## src/rtl/dsc_pkg.sv

```systemverilog
package dsc_pkg;
  typedef enum logic [2:0] {
    PH_IDLE, PH_ZERO, PH_INTEG, PH_DEINT, PH_DONE
  } phase_e;

  typedef enum logic [1:0] {
    SW_OPEN  = 2'b00,
    SW_ZERO  = 2'b01,
    SW_INPUT = 2'b10,
    SW_REF   = 2'b11
  } sw_e;

  localparam int unsigned SYNC_STAGES = 2;
endpackage

```

## src/rtl/dsc_sync.sv

```systemverilog
module dsc_sync #(
  parameter int unsigned STAGES = 2
) (
  input  logic clk_i,
  input  logic rst_ni,
  input  logic d_i,
  output logic q_o
);
  logic [STAGES-1:0] stg_q;

  always_ff @(posedge clk_i or negedge rst_ni) begin
    if (!rst_ni) stg_q <= '0;
    else         stg_q <= {stg_q[STAGES-2:0], d_i};
  end

  assign q_o = stg_q[STAGES-1];

  AST_SYNC_ORDER: assert property (@(posedge clk_i) disable iff (!rst_ni)
    $rose(q_o) |-> $past(stg_q[STAGES-2]));
endmodule

```

## src/rtl/dsc_phase_ctrl.sv

```systemverilog
module dsc_phase_ctrl
  import dsc_pkg::*;
#(
  parameter int unsigned ZERO_CLKS = 4,
  parameter int unsigned INT_CLKS  = 16
) (
  input  logic   clk_i,
  input  logic   rst_ni,
  input  logic   start_i,
  input  logic   stop_i,
  output phase_e phase_o,
  output logic   clr_o
);
  localparam int unsigned LONGEST = (ZERO_CLKS > INT_CLKS) ? ZERO_CLKS : INT_CLKS;
  localparam int unsigned TMR_W   = $clog2(LONGEST + 1);
  localparam logic [TMR_W-1:0] ZERO_LAST = TMR_W'(ZERO_CLKS - 1);
  localparam logic [TMR_W-1:0] INT_LAST  = TMR_W'(INT_CLKS - 1);

  phase_e phase_q, phase_d;
  logic [TMR_W-1:0] tmr_q, tmr_d;

  always_comb begin
    phase_d = phase_q;
    tmr_d   = tmr_q + 1'b1;
    unique case (phase_q)
      PH_IDLE: begin
        tmr_d = '0;
        if (start_i) phase_d = PH_ZERO;
      end
      PH_ZERO: if (tmr_q == ZERO_LAST) begin
        phase_d = PH_INTEG;
        tmr_d   = '0;
      end
      PH_INTEG: if (tmr_q == INT_LAST) begin
        phase_d = PH_DEINT;
        tmr_d   = '0;
      end
      PH_DEINT: begin
        tmr_d = '0;
        if (stop_i) phase_d = PH_DONE;
      end
      PH_DONE: begin
        tmr_d   = '0;
        phase_d = PH_IDLE;
      end
      default: begin
        tmr_d   = '0;
        phase_d = PH_IDLE;
      end
    endcase
  end

  always_ff @(posedge clk_i or negedge rst_ni) begin
    if (!rst_ni) begin
      phase_q <= PH_IDLE;
      tmr_q   <= '0;
    end else begin
      phase_q <= phase_d;
      tmr_q   <= tmr_d;
    end
  end

  assign phase_o = phase_q;
  assign clr_o   = (phase_q == PH_IDLE) && start_i;

  AST_START_ACCEPT: assert property (@(posedge clk_i) disable iff (!rst_ni)
    clr_o |=> phase_q == PH_ZERO);
  AST_INTEG_FROM_ZERO: assert property (@(posedge clk_i) disable iff (!rst_ni)
    $rose(phase_q == PH_INTEG) |-> $past(phase_q) == PH_ZERO);
  AST_DEINT_EXIT: assert property (@(posedge clk_i) disable iff (!rst_ni)
    (phase_q == PH_DEINT && stop_i) |=> phase_q == PH_DONE);
  AST_DONE_TO_IDLE: assert property (@(posedge clk_i) disable iff (!rst_ni)
    phase_q == PH_DONE |=> phase_q == PH_IDLE);
endmodule

```

## src/rtl/dsc_deint_cnt.sv

```systemverilog
module dsc_deint_cnt #(
  parameter int unsigned MAX_CNT = 60,
  parameter int unsigned LAT     = 2,
  localparam int unsigned RES_W  = $clog2(MAX_CNT + 1)
) (
  input  logic             clk_i,
  input  logic             rst_ni,
  input  logic             active_i,
  input  logic             cmp_i,
  input  logic             clr_i,
  output logic             stop_o,
  output logic [RES_W-1:0] result_o,
  output logic             ovr_o
);
  localparam int unsigned RAW_MAX = MAX_CNT + LAT;
  localparam int unsigned RAW_W   = $clog2(RAW_MAX + 1);
  localparam logic [RAW_W-1:0] RAW_LIM = RAW_W'(RAW_MAX);
  localparam logic [RAW_W-1:0] LAT_V   = RAW_W'(LAT);

  logic [RAW_W-1:0] raw_q;
  logic [RAW_W-1:0] net;

  assign stop_o = active_i && (cmp_i || raw_q == RAW_LIM);
  // raw count includes the synchronizer delay; remove it
  assign net    = (raw_q >= LAT_V) ? (raw_q - LAT_V) : '0;

  always_ff @(posedge clk_i or negedge rst_ni) begin
    if (!rst_ni)        raw_q <= '0;
    else if (!active_i) raw_q <= '0;
    else if (!stop_o)   raw_q <= raw_q + 1'b1;
  end

  always_ff @(posedge clk_i or negedge rst_ni) begin
    if (!rst_ni) begin
      result_o <= '0;
      ovr_o    <= 1'b0;
    end else if (clr_i) begin
      result_o <= '0;
      ovr_o    <= 1'b0;
    end else if (stop_o) begin
      result_o <= cmp_i ? RES_W'(net) : RES_W'(MAX_CNT);
      ovr_o    <= !cmp_i;
    end
  end

  AST_RAW_BOUND: assert property (@(posedge clk_i) disable iff (!rst_ni)
    active_i |-> raw_q <= RAW_LIM);
  AST_OVR_SATURATES: assert property (@(posedge clk_i) disable iff (!rst_ni)
    ovr_o |-> result_o == RES_W'(MAX_CNT));
  AST_RESULT_HELD: assert property (@(posedge clk_i) disable iff (!rst_ni)
    (!clr_i && !stop_o) |=> ($stable(result_o) && $stable(ovr_o)));
  AST_CLEAR_ON_START: assert property (@(posedge clk_i) disable iff (!rst_ni)
    clr_i |=> (result_o == '0 && !ovr_o));
endmodule

```

## src/rtl/dsc_seq.sv

```systemverilog
module dsc_seq
  import dsc_pkg::*;
#(
  parameter int unsigned ZERO_CLKS = 4,
  parameter int unsigned INT_CLKS  = 16,
  parameter int unsigned MAX_CNT   = 60
) (
  input  logic                         clk_i,
  input  logic                         rst_ni,
  input  logic                         start_i,
  input  logic                         cmp_i,
  output logic [1:0]                   sel_o,
  output logic                         busy_o,
  output logic                         done_o,
  output logic [$clog2(MAX_CNT+1)-1:0] result_o,
  output logic                         ovr_o
);
  phase_e phase;
  logic   cmp_s, stop, clr;

  dsc_sync #(.STAGES(SYNC_STAGES)) u_sync (
    .clk_i (clk_i),
    .rst_ni(rst_ni),
    .d_i   (cmp_i),
    .q_o   (cmp_s)
  );

  dsc_phase_ctrl #(.ZERO_CLKS(ZERO_CLKS), .INT_CLKS(INT_CLKS)) u_ctrl (
    .clk_i  (clk_i),
    .rst_ni (rst_ni),
    .start_i(start_i),
    .stop_i (stop),
    .phase_o(phase),
    .clr_o  (clr)
  );

  dsc_deint_cnt #(.MAX_CNT(MAX_CNT), .LAT(SYNC_STAGES)) u_cnt (
    .clk_i   (clk_i),
    .rst_ni  (rst_ni),
    .active_i(phase == PH_DEINT),
    .cmp_i   (cmp_s),
    .clr_i   (clr),
    .stop_o  (stop),
    .result_o(result_o),
    .ovr_o   (ovr_o)
  );

  always_comb begin
    unique case (phase)
      PH_ZERO:  sel_o = SW_ZERO;
      PH_INTEG: sel_o = SW_INPUT;
      PH_DEINT: sel_o = SW_REF;
      default:  sel_o = SW_OPEN;
    endcase
  end

  assign busy_o = (phase != PH_IDLE);
  assign done_o = (phase == PH_DONE);

  AST_DONE_PULSE: assert property (@(posedge clk_i) disable iff (!rst_ni)
    done_o |=> !done_o);
  AST_IDLE_OPEN: assert property (@(posedge clk_i) disable iff (!rst_ni)
    !busy_o |-> sel_o == SW_OPEN);
  AST_REF_BEFORE_DONE: assert property (@(posedge clk_i) disable iff (!rst_ni)
    $rose(done_o) |-> $past(sel_o) == SW_REF);
endmodule

```

## config.mk

```make
export PLATFORM = sky130hd
export DESIGN_NAME = dsc_seq
export DESIGN_NICKNAME = d
export VERILOG_FILES = /design/src/rtl/dsc_pkg.sv /design/src/rtl/dsc_sync.sv /design/src/rtl/dsc_phase_ctrl.sv /design/src/rtl/dsc_deint_cnt.sv /design/src/rtl/dsc_seq.sv
export SDC_FILE = /design/constraint.sdc
export NUM_CORES = 1
export LEC_CHECK = 0
export CAP_MARGIN = 20
export CORE_MARGIN = 2
export CORE_UTILIZATION = 57
export CTS_BUF_LIST = sky130_fd_sc_hd__clkbuf_8
export DETAILED_ROUTE_END_ITERATION = 16
export PLACE_DENSITY_LB_ADDON = 0.15
export SLEW_MARGIN = 20
export SYNTH_ARGS = -nofsm -noshare
export SYNTH_HDL_FRONTEND = slang
export SYNTH_HIERARCHICAL = 1
export SYNTH_SLANG_ARGS = --single-unit
```

## constraint.sdc

```tcl
create_clock -name clk_i -period 2.43 [get_ports clk_i]
set_clock_uncertainty 0.2 [all_clocks]
set_input_delay 0.6075 -clock clk_i [delete_from_list [all_inputs] [get_ports clk_i]]
set_output_delay 0.6075 -clock clk_i [all_outputs]
set_load 0.005 [all_outputs]
```

==> impl_metrics.toml <==
[placement]
gp_routability_congestion = 0.836
place.detailed.instances = 169
detailed_place.area_mm2 = 0.00151
port_buffers = 14
hpwlAfterDp_mm = 1.87

[clock_tree]
clkSinkCount = 23
clkTransAtPathRegs_ps = 80
cts-buffers-inserted = 3
cts_max_path_buffers = 2
clkLatencyLatePin_ps = 260
cts.root.buffer_cell = "sky130_fd_sc_hd__clkbuf_8"
tritoncts = "built"
htree_levels = 1
postCtsHoldBufs = 0

[sta]
drv_slew = 0
hold_violations = 0
max_clock_freq_mhz = 422
maxSlewHeadroom = 0.718
final-setup-viol-count = 0
timing.final.crit_share = 0.975
period_minus_slack_ps = 2370
setup_tns_ps = 0
grt_setup_unrepaired = "no"
worst_pin_slew_ps = 421

[run_status]
run_status = "completed"

[logic_synthesis]
synth_area_leaders = "sky130_fd_sc_hd__dfrtp_1 (43%), sky130_fd_sc_hd__ha_1 (6.5%), sky130_fd_sc_hd__inv_1 (2.5%)"
syn_nets = 140
async_flop_share = 1.00
post_synth_edffs = 0
cell_type_with_the_largest_total_area_after_synthesis = "sky130_fd_sc_hd__dfrtp_1"
syn_area_mm2 = 0.00134
synth-main-ff-cell = "sky130_fd_sc_hd__dfrtp_1"
ys_seq_elements = 23
syn_inst_count = 129
seq_area_frac_synth = 0.430
yosysWarningCount = 6
synthesis.area_per_instance_um2 = 10.4
synthDominantCellAreaShare = 0.430
synth_cell_types = 50

[global_route]
grt_antenna_before_repair = 0
grt_overflow_total = 0
maximum_number_of_pins_on_one_net_before_global_route_repair = 24
grt_use_total = 0.215
grt_pass1_wl_mm = 4.20
first_global_vias = 998

[power]
pwr-share-comb = 0.361
switching_share = 0.326
cell_internal_pwr_uw = 828
power.density_cell_area_mw_per_mm2 = 787
power.static_leakage_nw = 0.678
power.switching_uw = 400
p_total_mw = 1.23
seq_power_share = 0.451
power.share.clock = 0.188
worst_ir_drop_vdd_mv = 0.662

[floorplanning]
die-area_mm2 = 0.00275
num_io_pins = 15
placement_rows = 17
core_area_mm2 = 0.00221
die-height_um = 52.4
dieWidth_um = 52.4
initial_util = 0.605

[routing]
post_drt_via_cell_ratio = 5.94
routed_wl_mm = 2.56
first_pass_iters = 4
drc_marker_count_from_the_first_detailed_route_iteration = 17
drt-wirelength-per-cell_um = 14.8
vias = 1027
postRouteAntennaNets = 0
met3_length_um = 78
wl_met2_mm = 1.36
routedLengthMet1_mm = 1.08
drt_drc_violations_left = 0
maxUsedRoutingLayer = "met4"

[worst_hold_path]
hold_path_startpoint = "u_sync/stg_q[0]"
min_path_type = "reg -> reg"

[setup_path]
r2r_start = "u_ctrl/phase_o[0]"
cp_slowest_stage_delay_ps = 490
worstSetupEndpointType = "output port"
timing.critical_path.from_type = "flop"
crit_path_max_fanout = 12
crit_chain = "or3_1 > clkdlybuf4s50_1"
endpoint_arrival_time_on_the_critical_path_ps = 1560
worstSetupStartpoint = "u_ctrl/phase_o[1]"
worstPathRequired_ps = 1620
timing.setup.critical_path_class = "reg -> out"
timing.reg2reg.setup_slack_ps = 290
slowest_stage = "sky130_fd_sc_hd__dfrtp_2"

[cells_and_area]
post_route_cells_drive_above_1_share = 0.179
fillerInstances = 181
utilization = 0.706
finalNonFillerCells = 173
syn_to_final_growth_pct = 16.7
nets = 157
final_design_area_no_fill_mm2 = 0.00156
number_of_diodes_added_for_antenna_fixing = 0

[job]
max-cap-violations = 0
-- synth_stat cells (2+ instances only) --
cell type / number
sky130_fd_sc_hd__a21oi_1: 4
sky130_fd_sc_hd__a221oi_1: 3
sky130_fd_sc_hd__a31oi_1: 3
sky130_fd_sc_hd__and2b_2: 2
sky130_fd_sc_hd__clkbuf_1: 4
sky130_fd_sc_hd__dfrtp_1: 23
sky130_fd_sc_hd__ha_1: 7
sky130_fd_sc_hd__inv_1: 9
sky130_fd_sc_hd__mux2i_1: 3
sky130_fd_sc_hd__nand2_1: 8
sky130_fd_sc_hd__nand2b_1: 2
sky130_fd_sc_hd__nand3_1: 5
sky130_fd_sc_hd__nand3b_1: 2
sky130_fd_sc_hd__nor2_1: 5
sky130_fd_sc_hd__nor3_1: 5
sky130_fd_sc_hd__nor3b_1: 3
sky130_fd_sc_hd__o211ai_1: 2
sky130_fd_sc_hd__o21ai_0: 3
sky130_fd_sc_hd__o311ai_1: 2
sky130_fd_sc_hd__o31ai_1: 2
sky130_fd_sc_hd__or3_1: 2
sky130_fd_sc_hd__xor2_1: 2
-- sequential cells by signal, summed over array words and instances, names as in the netlist --
signal          cells
u_sync/stg_q        2
u_cnt/raw_q         6
u_cnt/result_o      6
u_ctrl/tmr_q        5
u_ctrl/phase_o      3
u_cnt/ovr_o         1
-- worst max-delay path, delay by kind of cell, from the launching register on --
family	cells	cell delay [ps]
and+or+nand+nor	1	360
DFF	1	490
buffers and inverters	1	450
-- layout by cell type, fill, tap and decap left out, drive strengths merged, types with 3 or more instances in the layout --
| master | count |
|---|---|
| nor2 | 5 |
| nor3 | 5 |
| inv | 9 |
| o21ai | 3 |
| a221oi | 4 |
| dfrtp | 23 |
| buf | 4 |
| nand2b | 3 |
| o31ai | 3 |
| nand3 | 5 |
| a21oi | 5 |
| nand2 | 8 |
| clkbuf | 3 |
| clkdlybuf4s50 | 14 |
| ha | 7 |
| a31oi | 3 |
| mux2i | 3 |
| nor3b | 3 |
-- stage by stage --
step,hold WS (ps),setup WS [ps]
2_1_floorplan,112,577
3_3_place_gp,132,318
3_5_place_dp,136,260
4_1_cts,155,28.4
5_1_grt,160,7.08
6_report,156,60.7
-- power by group through the flow --
| stage | clock network, mW | logic [mW] | registers [mW] |
|---|---|---|---|
| global placement | 0 | 0.436 | 0.551 |
| global route | 0.253 | 0.491 | 0.564 |
| detailed placement | 0 | 0.447 | 0.560 |
| floorplan | 0 | 0.281 | 0.539 |
| finish | 0.231 | 0.444 | 0.553 |
| CTS | 0.243 | 0.449 | 0.556 |
-- routing by layer --
| layer | vias to the layer above | GRT usage |
|---|---|---|
| met5 | - | 0 |
| met4 | 0 | 0.150 |
| met3 | 4 | 0.0400 |
| met2 | 18 | 0.369 |
| met1 | 502 | 0.237 |
| li1 | 503 | - |
-- what timing repair did --
item,CTS,global route
buffers inserted,0,0
resized for setup,1,1
setup endpoints to repair,1,1
hold endpoints to repair,0,0
-- final cells by class --
type / count / area, um2 / share of cell area
inverters: 9 / 33.8 / 0.0216
multi-input cells: 91 / 698 / 0.447
clock buffers: 3 / 41.3 / 0.0264
repair buffers: 18 / 170 / 0.109
flip-flops and latches: 23 / 578 / 0.370
clock inverters: 1 / 5.00 / 0.00321
well taps: 28 / 35.0 / 0.0224
-- path summary, 6_finish.rpt --
path | endpoint | depth (start not counted)
hold reg to reg | u_sync/stg_q[1] | 0
hold / removal | u_sync/stg_q[1] | 0
setup reg to reg | u_ctrl/phase_o[1] | 7
max in group asynchronous | u_ctrl/phase_o[1] | 2
setup / recovery | busy_o | 2
min in group asynchronous | u_cnt/ovr_o | 2
-- kinds of logic after synthesis --
group,Yosys count,synth area share
compound gates,30,0.178
xor+xnor,3,0.0196
fa+ha+maj,7,0.0655
buf+inv,15,0.0477
flops,23,0.430
mux,3,0.0225
simple gates,48,0.237
(Power assumes the default switching activity.)
